## src/rtl/tlb_pkg.sv

```systemverilog
package tlb_pkg;

  typedef enum logic [1:0] {
    ACC_LOAD  = 2'd0,
    ACC_STORE = 2'd1,
    ACC_FETCH = 2'd2
  } acc_e;

  // Stores need the write right; loads, fetches and the spare code need read.
  function automatic logic rights_allow(acc_e acc, logic rd, logic wr);
    return (acc == ACC_STORE) ? wr : rd;
  endfunction

endpackage

```

## src/rtl/tlb_match.sv

```systemverilog
module tlb_match #(
  parameter int ENTRIES = 32,
  parameter int VPN_W   = 20,
  localparam int IDX_W  = $clog2(ENTRIES)
) (
  input  logic [VPN_W-1:0]              key,
  input  logic [ENTRIES-1:0][VPN_W-1:0] tags,
  input  logic [ENTRIES-1:0]            vld,
  output logic                          found,
  output logic [IDX_W-1:0]              idx
);

  logic [ENTRIES-1:0] eq;

  genvar g;
  generate
    for (g = 0; g < ENTRIES; g++) begin : g_cmp
      assign eq[g] = vld[g] && (tags[g] == key);
    end
  endgenerate

  // Lowest index wins if software ever installs a duplicate.
  always_comb begin
    idx = '0;
    for (int i = ENTRIES - 1; i >= 0; i--) begin
      if (eq[i]) idx = IDX_W'(i);
    end
  end

  assign found = |eq;

endmodule

```

## src/rtl/tlb_victim.sv

```systemverilog
module tlb_victim #(
  parameter int ENTRIES = 32,
  localparam int IDX_W  = $clog2(ENTRIES)
) (
  input  logic [ENTRIES-1:0] vld,
  input  logic [ENTRIES-1:0] refd,
  output logic [IDX_W-1:0]   idx,
  output logic               wrap
);

  logic [IDX_W-1:0] free_idx;
  logic [IDX_W-1:0] cold_idx;
  logic             any_free;
  logic             any_cold;

  always_comb begin
    free_idx = '0;
    cold_idx = '0;
    for (int i = ENTRIES - 1; i >= 0; i--) begin
      if (!vld[i])  free_idx = IDX_W'(i);
      if (!refd[i]) cold_idx = IDX_W'(i);
    end
  end

  assign any_free = ~&vld;
  assign any_cold = ~&refd;

  always_comb begin
    wrap = 1'b0;
    if (any_free)      idx = free_idx;
    else if (any_cold) idx = cold_idx;
    else begin
      idx  = '0;
      wrap = 1'b1;
    end
  end

endmodule

```

## src/rtl/tlb_ref_timer.sv

```systemverilog
module tlb_ref_timer #(
  parameter int CNT_W = 16
) (
  input  logic             clk,
  input  logic             rst,
  input  logic [CNT_W-1:0] period,
  input  logic             tick,
  output logic             clear
);

  logic [CNT_W-1:0] cnt;

  assign clear = tick && (period != '0) && (cnt >= period - CNT_W'(1));

  always_ff @(posedge clk) begin
    if (rst || period == '0) cnt <= '0;
    else if (tick) cnt <= clear ? '0 : cnt + CNT_W'(1);
  end

endmodule

```

## src/rtl/tlb_nru.sv

```systemverilog
module tlb_nru
  import tlb_pkg::*;
#(
  parameter int ENTRIES = 32,
  parameter int VPN_W   = 20,
  parameter int PPN_W   = 18,
  parameter int OFF_W   = 12,
  parameter int CNT_W   = 16,
  localparam int IDX_W  = $clog2(ENTRIES),
  localparam int PA_W   = PPN_W + OFF_W
) (
  input  logic             clk,
  input  logic             rst,
  input  logic             flush,
  input  logic [CNT_W-1:0] clr_period,
  input  logic             lk_valid,
  input  logic [VPN_W-1:0] lk_vpn,
  input  logic [OFF_W-1:0] lk_off,
  input  logic [1:0]       lk_acc,
  output logic             rsp_valid,
  output logic             rsp_hit,
  output logic             rsp_miss,
  output logic             rsp_viol,
  output logic [PA_W-1:0]  rsp_paddr,
  input  logic             rf_valid,
  input  logic [VPN_W-1:0] rf_vpn,
  input  logic [PPN_W-1:0] rf_ppn,
  input  logic             rf_rd,
  input  logic             rf_wr,
  output logic [IDX_W-1:0] rf_victim,
  output logic             rf_vic_dirty
);

  // Per-slot state
  logic [ENTRIES-1:0][VPN_W-1:0] tag_q;
  logic [ENTRIES-1:0][PPN_W-1:0] ppn_q;
  logic [ENTRIES-1:0]            vld_q, ref_q, dirty_q, rd_q, wr_q;
  logic [ENTRIES-1:0]            vld_d, ref_d, dirty_d;

  // Lookup path
  logic             m_found;
  logic [IDX_W-1:0] m_idx;
  logic             allow;
  logic             hit_now, viol_now, miss_now;
  logic             tmr_clr;
  logic             vic_wrap;
  acc_e             acc;

  tlb_match #(.ENTRIES(ENTRIES), .VPN_W(VPN_W)) u_match (
    .key   (lk_vpn),
    .tags  (tag_q),
    .vld   (vld_q),
    .found (m_found),
    .idx   (m_idx)
  );

  tlb_victim #(.ENTRIES(ENTRIES)) u_victim (
    .vld  (vld_q),
    .refd (ref_q),
    .idx  (rf_victim),
    .wrap (vic_wrap)
  );

  tlb_ref_timer #(.CNT_W(CNT_W)) u_timer (
    .clk    (clk),
    .rst    (rst),
    .period (clr_period),
    .tick   (lk_valid),
    .clear  (tmr_clr)
  );

  assign acc      = acc_e'(lk_acc);
  assign allow    = rights_allow(acc, rd_q[m_idx], wr_q[m_idx]);
  assign hit_now  = lk_valid && m_found && allow;
  assign viol_now = lk_valid && m_found && !allow;
  assign miss_now = lk_valid && !m_found;

  assign rf_vic_dirty = vld_q[rf_victim] && dirty_q[rf_victim];

  // Flag next state: clears first, then the hit, then an install, then flush.
  always_comb begin
    vld_d   = vld_q;
    ref_d   = ref_q;
    dirty_d = dirty_q;
    if (tmr_clr) ref_d = '0;
    if (rf_valid && vic_wrap) ref_d = '0;
    if (hit_now) begin
      ref_d[m_idx] = 1'b1;
      if (acc == ACC_STORE) dirty_d[m_idx] = 1'b1;
    end
    if (rf_valid) begin
      vld_d[rf_victim]   = 1'b1;
      ref_d[rf_victim]   = 1'b1;
      dirty_d[rf_victim] = 1'b0;
    end
    if (flush) begin
      vld_d   = '0;
      ref_d   = '0;
      dirty_d = '0;
    end
  end

  always_ff @(posedge clk) begin
    if (rst) begin
      vld_q   <= '0;
      ref_q   <= '0;
      dirty_q <= '0;
    end else begin
      vld_q   <= vld_d;
      ref_q   <= ref_d;
      dirty_q <= dirty_d;
    end
  end

  // Payload fields carry no reset; only the valid flag qualifies them.
  always_ff @(posedge clk) begin
    if (rf_valid) begin
      tag_q[rf_victim] <= rf_vpn;
      ppn_q[rf_victim] <= rf_ppn;
      rd_q[rf_victim]  <= rf_rd;
      wr_q[rf_victim]  <= rf_wr;
    end
  end

  // Registered response
  always_ff @(posedge clk) begin
    if (rst) begin
      rsp_valid <= 1'b0;
      rsp_hit   <= 1'b0;
      rsp_miss  <= 1'b0;
      rsp_viol  <= 1'b0;
      rsp_paddr <= '0;
    end else begin
      rsp_valid <= lk_valid;
      rsp_hit   <= hit_now;
      rsp_miss  <= miss_now;
      rsp_viol  <= viol_now;
      rsp_paddr <= hit_now ? {ppn_q[m_idx], lk_off} : '0;
    end
  end

endmodule

```

## config.mk

```make
export PLATFORM = sky130hd
export DESIGN_NAME = tlb_nru
export DESIGN_NICKNAME = d
export VERILOG_FILES = /design/src/rtl/tlb_pkg.sv /design/src/rtl/tlb_match.sv /design/src/rtl/tlb_victim.sv /design/src/rtl/tlb_ref_timer.sv /design/src/rtl/tlb_nru.sv
export SDC_FILE = /design/constraint.sdc
export NUM_CORES = 2
export LEC_CHECK = 0
export BUFFER_PORTS_ARGS = -buffer_cell sky130_fd_sc_hd__buf_2
export CORE_MARGIN = 3
export CORE_UTILIZATION = 38
export CTS_CLUSTER_DIAMETER = 60
export DETAILED_ROUTE_END_ITERATION = 6
export PLACE_DENSITY = 0.63
export SLEW_MARGIN = 20
export SYNTH_ARGS = -nofsm -noshare
export SYNTH_HDL_FRONTEND = slang
export SYNTH_SLANG_ARGS = --single-unit
```

## constraint.sdc

```tcl
create_clock -name clk -period 6.13 [get_ports clk]
set_input_delay 0.9195 -clock clk [delete_from_list [all_inputs] [get_ports clk]]
set_output_delay 0.9195 -clock clk [all_outputs]
set_load 0.02 [all_outputs]
```

==> flow_metrics.tcl <==
set metrics [dict create \
    relSlewSlack_pct 21.1 \
    max-cap-violations 0 \
    cts_buffer_depth 3 \
    dieArea_um2 169000 \
    ios 135 \
    cts_setup_buffers 0 \
    antenna_found_initial 12 \
    fin_setup_tns_ns 0 \
    vias 42659 \
    maxSlewViolCount 0 \
    synth_area_um2 62400 \
    grtUsageTotal_pct 23.5 \
    routed_wirelength_um 203000 \
    fin_crit_ns 5.83 \
    path_cells "nand4_1 -> or2_2 -> nor2b_1 -> and2_1 -> and3_1 -> nor3b_1 -> a21oi_2 -> buf_4 -> mux2i_1 -> nand2_1 -> o21ai_0 -> a211oi_1 -> nor2_1 -> o21ai_0 -> buf_4 -> buf_2" \
    htree_levels 4 \
    hold_viol 0 \
    num-nets-final 5229 \
    setup_viol 0 \
    rows 148 \
    final_common_cell "edfxtp_1" \
    mostFrequentLayoutCells "1,280 x edfxtp_1, 743 x nand2_1, 437 x xnor2_1" \
    synthesis.nets 4938 \
    start_kind "register" \
    seq_area_frac_synth_pct 66.3 \
    core_um2 163000 \
    yosys.area.top_type_share_pct 61.6 \
    grt_max_degree 102 \
    cts_tree "built" \
    critPathKind "reg2out" \
    status "finished clean" \
    synth.area.top_cells "edfxtp_1 62%, xnor2_1 6.1%, dfxtp_1 4.7%" \
    endpoint_kind "output pin" \
    post-place-ws_ns 0.00750 \
    drcViolationCount 0 \
    cts_buffers 155 \
    wl_per_cell_um 27.4 \
    regArea_um2 41400 \
    p_leak_nw 23.7 \
    worst_slack_ns 0.303 \
    synth_edf_count 1280 \
    arrival_ns 4.91 \
    fin_hold_ws_ns 0.369 \
    path_max_fanout 18 \
    firstDrtPassIters 7 \
    crit_family "simple AND/OR/NAND/NOR gates" \
    initialDrtViolationCount 5401 \
    slowest_delay_ns 0.76 \
    syn_to_final_growth_pct 15.5 \
    fp.dieW_um 411 \
    path_clk_slew_ns 0.05 \
    start_util_pct 38.3 \
    ant_nets 0 \
    ir_drop_uv 279 \
    hpwl_um 123000 \
    syn_inst 4825 \
    rsz0062_at_grt "false" \
    grt_overflow_total 0 \
    power.total_mw 20.6 \
    ys_types 94 \
    cts_root_buf "clkbuf_16" \
    grt_pass1_wl_um 289000 \
    worst_slew_pin_slew_ns 1.18 \
    syn-mean-instance-area_um2 12.9 \
    p_per_area_nw_per_um2 285 \
    nFillCells 14632 \
    grt_pass1_vias 41224 \
    skew_ns 0.0340 \
    drive_gt1_share_pct 13.9 \
    yosysWarnings 0 \
    place.gp.congestion 0.933 \
    cp_num_buf_inv 3 \
    synth_flop_cell "edfxtp_1" \
    synth_top_cell_by_area "edfxtp_1" \
    multi_input_area_um2 19700 \
    worstSkewPairLatency_ns 0.80 \
    period_share_pct 95.1 \
    io_buffers 134 \
    cts.sinks 1426 \
    worstPathRequired_ns 5.21 \
    async_reset_ff_share_pct 0 \
    slowest_stage "dfxtp_1" \
    fmax_ghz 0.172 \
    hold_class "in2reg" \
    chipHeight_um 411 \
    via_per_inst 5.76 \
    synth_seq_cells 1426 \
]
## synthesized netlist by cell type, types with 66 or more instances
cell and instances:
nor2_1 205, xor2_1 230, clkbuf_1 117, a21oi_1 81, and3_1 111, nand4_1 198
dfxtp_1 146, a31oi_1 115, nand2_1 744, o21ai_0 88, edfxtp_1 1280, nor4_1 111
nand3_1 217, inv_1 66, xnor2_1 437
## path summary, 6_finish.rpt
path	startpoint	to	slack [ns]	cells past startpoint
hold reg to reg	dirty_q[9]	dirty_q[9]	0.45	2
hold / removal	lk_off[11]	rsp_paddr[11]	0.37	2
setup / recovery	vld_q[6]	rf_vic_dirty	0.30	16
setup reg to reg	tag_q[617]	rsp_paddr[4]	0.73	16
## area by class of cell
| cell class | count | area share [%] |
|---|---|---|
| clock buffers | 211 | 5.90 |
| clock inverters | 62 | 0.787 |
| well taps | 2175 | 3.78 |
| repair buffers | 381 | 4.38 |
| multi-input cells | 3086 | 27.4 |
| inverters | 66 | 0.344 |
| diodes | 4 | 0.0139 |
| flip-flops and latches | 1426 | 57.4 |
## cells by family after synthesis
| group | synth area share, % |
|---|---|
| AOI/OAI and AO/OA | 5.85 |
| xor gates and xnor gates | 9.37 |
| adders and majority gates | 0.361 |
| buffers and inverters | 2.56 |
| DFF | 66.3 |
| muxes | 0.704 |
| and+or+nand+nor | 14.8 |
## where the power goes
part	internal, mW	switching, mW
Sequential	10.6	0.0106
Clock	5.16	3.83
Combinational	0.285	0.665
Total	16.1	4.51
## per-layer routing
layer,up-vias,global-route usage [%],routed length [µm]
met4,4,8.65,7440
met1,21355,31.9,82000
met5,-,0,33
li1,18492,-,-
met3,469,5.20,20800
met2,2339,37.1,92800
## state kept, by name (all words and copies together) (netlist names)
name,count
rsp_paddr,30
u_timer.cnt,16
rd_q,32
rsp_hit,1
tag_q,640
dirty_q,32
wr_q,32
ppn_q,576
vld_q,32
rsp_viol,1
ref_q,32
rsp_miss,1
rsp_valid,1
## metrics by stage
| stage | cells | instance area [µm²] | utilization, % |
|---|---|---|---|
| floorplan | 4825 | 62400 | - |
| global placement | 7134 | 67200 | 41.2 |
| detailed placement | 7134 | 67200 | 41.2 |
| CTS | 7407 | 72000 | 44.2 |
| global route | 7408 | 72000 | 44.2 |
| finish | 7411 | 72000 | 44.2 |
## what timing repair did
item | 4_1_cts | 5_1_grt
hold buffers | 0 | 0
resized for setup | 0 | 2
setup endpoints to repair | 0 | 1
Power figures use the tool's default switching activity.
